[src/rtl/xc_line_pkg.sv]
package xc_line_pkg;
  typedef enum logic [1:0] {
    ZONE_HIGH = 2'd0,
    ZONE_LOW  = 2'd1,
    ZONE_BAND = 2'd2
  } rx_zone_e;
endpackage

[src/rtl/xc_therm_guard.sv]
module xc_therm_guard #(
  parameter int TEMP_W  = 10,
  parameter int TRIP_C  = 150,
  parameter int CLEAR_C = 140
) (
  input  logic                     clk,
  input  logic                     rst_n,
  input  logic signed [TEMP_W-1:0] temp_c,
  output logic                     trip
);
  localparam logic signed [TEMP_W-1:0] TRIP_Q  = TEMP_W'(TRIP_C);
  localparam logic signed [TEMP_W-1:0] CLEAR_Q = TEMP_W'(CLEAR_C);

  always_ff @(posedge clk) begin
    if (!rst_n) trip <= 1'b0;
    else if (!trip && temp_c >= TRIP_Q) trip <= 1'b1;
    else if (trip && temp_c <= CLEAR_Q) trip <= 1'b0;
  end

  assert_trip_set_R7: assert property (@(posedge clk) disable iff (!rst_n)
    (!trip && temp_c >= TRIP_Q) |=> trip);
  assert_trip_clear_R7: assert property (@(posedge clk) disable iff (!rst_n)
    (trip && temp_c <= CLEAR_Q) |=> !trip);
  assert_trip_keep_R7: assert property (@(posedge clk) disable iff (!rst_n)
    (trip && temp_c > CLEAR_Q) |=> trip);
  assert_no_early_trip_R7: assert property (@(posedge clk) disable iff (!rst_n)
    (!trip && temp_c < TRIP_Q) |=> !trip);
endmodule

[src/rtl/xc_drive_gate.sv]
module xc_drive_gate (
  input  logic clk,
  input  logic rst_n,
  input  logic drv_en,
  input  logic tx_bit,
  input  logic logic_ok,
  input  logic bus_ok,
  input  logic trip,
  output logic line_p,
  output logic line_n,
  output logic line_oe
);
  always_comb begin
    line_oe = drv_en & logic_ok & bus_ok & ~trip;
    line_p  = line_oe & tx_bit;
    line_n  = line_oe & ~tx_bit;
  end

  assert_drive_pair_R1: assert property (@(posedge clk) disable iff (!rst_n)
    line_oe |-> (line_p == tx_bit && line_n != line_p));
  assert_drive_off_R2: assert property (@(posedge clk) disable iff (!rst_n)
    (!drv_en || !bus_ok) |-> (!line_oe && !line_p && !line_n));
  assert_logic_off_R3: assert property (@(posedge clk) disable iff (!rst_n)
    !logic_ok |-> !line_oe);
  assert_trip_block_R9: assert property (@(posedge clk) disable iff (!rst_n)
    trip |-> !line_oe);
endmodule

[src/rtl/xc_rx_decide.sv]
module xc_rx_decide
  import xc_line_pkg::*;
#(
  parameter int MV_W     = 12,
  parameter int FS_HI_MV = -30,
  parameter int FS_LO_MV = -200
) (
  input  logic                   clk,
  input  logic                   rst_n,
  input  logic                   rcv_en_n,
  input  logic                   logic_ok,
  input  logic                   bus_ok,
  input  logic                   inputs_open,
  input  logic signed [MV_W-1:0] diff_mv,
  output logic                   rx_bit,
  output logic                   rx_oe,
  output logic                   rx_uncertain
);
  localparam logic signed [MV_W-1:0] HI_Q = MV_W'(FS_HI_MV);
  localparam logic signed [MV_W-1:0] LO_Q = MV_W'(FS_LO_MV);

  rx_zone_e zone;
  logic     held;
  logic     rx_val;
  logic     in_band;

  always_comb begin
    if (diff_mv > HI_Q)      zone = ZONE_HIGH;
    else if (diff_mv < LO_Q) zone = ZONE_LOW;
    else                     zone = ZONE_BAND;
  end

  always_comb begin
    rx_val  = held;
    in_band = 1'b0;
    if (!logic_ok)                  rx_val = 1'b0;
    else if (!bus_ok || inputs_open) rx_val = 1'b1;
    else begin
      case (zone)
        ZONE_HIGH: rx_val = 1'b1;
        ZONE_LOW:  rx_val = 1'b0;
        default:   in_band = 1'b1;
      endcase
    end
  end

  always_ff @(posedge clk) begin
    if (!rst_n) held <= 1'b1;
    else        held <= rx_val;
  end

  assign rx_bit       = rx_val;
  assign rx_oe        = ~rcv_en_n;
  assign rx_uncertain = in_band & ~rcv_en_n;

  assert_band_hold_R8: assert property (@(posedge clk) disable iff (!rst_n)
    (rx_uncertain && $past(rst_n)) |-> (rx_bit == $past(rx_bit)));
  assert_fail_open_R6: assert property (@(posedge clk) disable iff (!rst_n)
    (logic_ok && inputs_open) |-> rx_bit);
  assert_low_thresh_R5: assert property (@(posedge clk) disable iff (!rst_n)
    (logic_ok && bus_ok && !inputs_open && diff_mv < LO_Q) |-> !rx_bit);
  assert_rx_disable_R4: assert property (@(posedge clk) disable iff (!rst_n)
    rcv_en_n |-> (!rx_oe && !rx_uncertain));
endmodule

[src/rtl/xc_line_ctl.sv]
module xc_line_ctl #(
  parameter int MV_W    = 12,
  parameter int TEMP_W  = 10,
  parameter int TRIP_C  = 150,
  parameter int CLEAR_C = 140
) (
  input  logic                     clk,
  input  logic                     rst_n,
  input  logic                     drv_en,
  input  logic                     rcv_en_n,
  input  logic                     tx_bit,
  input  logic                     logic_pwr_ok,
  input  logic                     bus_pwr_ok,
  input  logic signed [MV_W-1:0]   diff_mv,
  input  logic                     inputs_open,
  input  logic signed [TEMP_W-1:0] die_temp_c,
  output logic                     line_p,
  output logic                     line_n,
  output logic                     line_oe,
  output logic                     rx_bit,
  output logic                     rx_oe,
  output logic                     rx_uncertain,
  output logic                     therm_trip
);
  logic trip_q;

  xc_therm_guard #(.TEMP_W(TEMP_W), .TRIP_C(TRIP_C), .CLEAR_C(CLEAR_C)) u_therm (
    .clk(clk), .rst_n(rst_n), .temp_c(die_temp_c), .trip(trip_q)
  );

  xc_drive_gate u_drive (
    .clk(clk), .rst_n(rst_n), .drv_en(drv_en), .tx_bit(tx_bit),
    .logic_ok(logic_pwr_ok), .bus_ok(bus_pwr_ok), .trip(trip_q),
    .line_p(line_p), .line_n(line_n), .line_oe(line_oe)
  );

  xc_rx_decide #(.MV_W(MV_W)) u_rx (
    .clk(clk), .rst_n(rst_n), .rcv_en_n(rcv_en_n), .logic_ok(logic_pwr_ok),
    .bus_ok(bus_pwr_ok), .inputs_open(inputs_open), .diff_mv(diff_mv),
    .rx_bit(rx_bit), .rx_oe(rx_oe), .rx_uncertain(rx_uncertain)
  );

  assign therm_trip = trip_q;
endmodule

[config.mk]
export PLATFORM = sky130hd
export DESIGN_NAME = xc_line_ctl
export DESIGN_NICKNAME = d
export VERILOG_FILES = /design/src/rtl/xc_line_pkg.sv /design/src/rtl/xc_therm_guard.sv /design/src/rtl/xc_drive_gate.sv /design/src/rtl/xc_rx_decide.sv /design/src/rtl/xc_line_ctl.sv
export SDC_FILE = /design/constraint.sdc
export NUM_CORES = 1
export LEC_CHECK = 0
export BUFFER_PORTS_ARGS = -buffer_cell sky130_fd_sc_hd__buf_2
export CAP_MARGIN = 20
export CORE_AREA = 2 2 39 41
export DETAILED_ROUTE_END_ITERATION = 10
export DIE_AREA = 0 0 41 43
export GPL_TIMING_DRIVEN = 1
export SLEW_MARGIN = 20
export SYNTH_ARGS = -nofsm -noshare
export SYNTH_HDL_FRONTEND = slang
export SYNTH_HIERARCHICAL = 1
export SYNTH_SLANG_ARGS = --single-unit
[constraint.sdc]
create_clock -name clk -period 1.6 [get_ports clk]
set_clock_uncertainty 0.15 [all_clocks]
set_input_delay 0.24 -clock clk [delete_from_list [all_inputs] [get_ports clk]]
set_output_delay 0.24 -clock clk [all_outputs]
set_load 0.005 [all_outputs]
==> summary.md <==
| Metric | Value |
|---|---|
| Routed WL | `between 900 and 1000 um` |
| Wl on met1 | `around 330 um` |
| Crit path to | `rx_bit` |
| Routed wl met3 | `around 110 um` |
| Commonest cells after routing, fill and taps aside | `buf_2 (35), buf_4 (4), clkbuf_4 (3)` |
| Routed length per instance | `between 10 and 15 um` |
| RD Place Congestion | `roughly 0.63` |
| Mapped Cells | `31` |
| Slew Limit Fails | `0` |
| Slew headroom | `0.806` |
| Period minus WS final | `1.73 ns` |
| Synth Cell Area | `267 um^2` |
| Kind of critical path | `in -> out` |
| CTS tree | `built` |
| Hold WC Path Type | `in -> reg` |
| Crit-path max FO | `2` |
| Worst reg-to-reg setup slack | `0.55 ns` |
| PD cells | `490 nW/um^2` |
| Crit path DAT | `~1.3 ns` |
| Fin crit share | `1.08` |
| Worst Setup End Kind | `primary output` |
| Setup violators final | `2` |
| CP startpoint kind | `primary input` |
| Synth cell types | `24` |
| Row count | `14` |
| Cell chosen for the clock root | `clkbuf_4` |
| Register area share after synthesis | `0.150` |
| Largest net degree at the start of global routing | `6` |
| Initial antenna violation count | `0` |
| GRT Total Usage | `0.121` |
| Worst reg2reg path endpoint | `u_therm/trip$_SDFFE_PN0P_` |
| Hold Worst Slack | `around 0.078 ns` |
| Clock Latency Late Sink | `approximately 0.22 ns` |
| Synth top area cells | `dfxtp_1 (15%), nor3_4 (6.1%), o41ai_2 (6.1%)` |
| Die Span Y | `43 um` |
| Outcome | `finished, violations left` |
| Syn nets | `61` |
| RSZ-0062 raised after global routing | `yes` |
| Share of layout cells above drive strength 1 | `0.649` |
| # Max-Cap Violations | `0` |
| Clk buf depth | `2` |
| Post-synth top area share | `0.150` |
| Number of antenna repair diodes | `0` |
| Filler instances | `between 150 and 200` |
| Failing checks | `negative setup slack` |
| Fin worst setup slack | `-0.132 ns` |
| Leading cell type in the layout, fill and taps excluded | `buf_2` |
| Met2 Wirelength | `approximately 500 um` |
| Setup_tns | `-0.220 ns` |
| 1st-iter DRT viols | `4` |
| Fmax | `577 MHz` |
| Crit path required time | `1.21 ns` |
| Total core area | `1380 um^2` |
| Synth area leader | `dfxtp_1` |
| Remaining global-route overflow | `0` |
| Reg-to-Reg Start | `u_therm/trip$_SDFFE_PN0P_` |
| Peak VDD IR | `around 0.00026 V` |
| DRT antenna net count | `0` |
| H-Tree Level Count | `1` |
| Clock buffer count from CTS | `3` |
| Synth Warn # | `6` |
| LEAKAGE | `just under 0.3 nW` |
| Vias in the first global route | `387` |
| DR vias | `~440` |
| Layout area overhead | `101%` |
| CP startpoint | `diff_mv[0]` |
| Starting Density | `0.193` |
| TritonRoute pass-1 iters | `4` |
| Die W | `41 um` |
| IO Port Bufs | `36` |
| Avg Cell Area, Syn | `8.60 um^2` |
| First-pass GRT wire length | `1390 um` |
| Die area | `about 1800 um^2` |
| Nets@finish | `~110` |
| Path depth of the worst reg2reg path | `3` |
| DRC | `0` |
| # IOs | `37` |
| Setup bufs post-CTS | `0` |
| Uppermost layer routed | `met3` |
| Synth Register Bits | `2` |
| Via density | `4.88` |
| Clock tree sinks | `2` |
| Clk slew on worst S/H paths | `0.03 ns` |
| Final Hold Viols | `0` |
| Worst-margin pin slew | `between 0.2 and 0.3 ns` |
kinds of logic after synthesis:
family	synth area share
buffers and inverters	0.0282
AOI/OAI and AO/OA	0.347
and+or+nand+nor	0.474
DFF	0.150
Yosys cell counts:
master,instances
and4bb_1,1
dfxtp_1,2
nor2b_1,1
o311a_1,1
nor4_1,2
and4b_1,1
nor3b_1,1
or3_1,1
or4bb_1,1
nor3_4,1
o211ai_1,2
and2b_1,1
o211a_1,1
nand4_2,1
nor2_1,1
nand3_1,2
nand2_1,1
o41ai_2,1
o21ai_0,3
a221o_1,1
a221oi_1,1
inv_1,2
and2_1,1
a22oi_1,1
critical path, stage by stage:
cell	delay, ns
buf_6	0.09
or4bb_4	0.54
o41ai_2	0.26
o21ai_1	0.09
buf_2	0.13
state kept, by name (all words and copies together) (netlist names):
signal / flops
u_rx/held: 1
u_therm/trip: 1
repair_timing:
action	4_1_cts	5_1_grt
pin swaps	0	0
endpoints found under the setup margin	2	2
hold buffers	0	0
gates cloned	0	0
hold endpoints to repair	0	0
gates resized for setup	2	2
stage by stage:
stage          std cells   util  setup slack (ns)  instance area (um^2)  total power [W]
2_1_floorplan         31      -            0.0844                   267        0.0000834
3_3_place_gp          87  0.359            -0.178                   497         0.000144
3_5_place_dp          87  0.359            -0.168                   497         0.000146
4_1_cts               90  0.380            -0.145                   526         0.000270
5_1_grt               90  0.387            -0.191                   536         0.000288
6_report              90  0.387            -0.132                   536         0.000262
final cells by class:
class / instances / area, um^2 / area share
multi-input cells: 27 / 229 / 0.428
repair buffers: 40 / 216 / 0.404
flip-flops and latches: 2 / 40.0 / 0.0748
clock buffers: 3 / 22.5 / 0.0421
well taps: 16 / 20.0 / 0.0374
inverters: 2 / 7.51 / 0.0140
routing by layer:
metal | track usage | vias to the layer above
li1 | - | 221
met1 | 0.127 | 192
met2 | 0.197 | 26
met3 | 0.0628 | 0
met4 | 0.0400 | 0
met5 | 0 | -
how the worst min path moves through the flow:
stage	from	end	slack [ns]	depth (start not counted)
after CTS	rst_n	u_rx/held$_SDFF_PN1_	0.07	2
after floorplan	rst_n	u_rx/held$_SDFF_PN1_	0.18	1
final	rst_n	u_rx/held$_SDFF_PN1_	0.08	2
after detailed placement	rst_n	u_rx/held$_SDFF_PN1_	0.30	2
after global placement	rst_n	u_rx/held$_SDFF_PN1_	0.30	2
after global routing	rst_n	u_rx/held$_SDFF_PN1_	0.08	2
where the power goes:
part | internal [W] | switching [W]
sequential | 0.0000534 | 0.00000173
clock | 0.0000831 | 0.0000319
combinational | 0.0000547 | 0.0000375
total | 0.000191 | 0.0000712
Note: power is estimated with default switching activity, not from simulation.
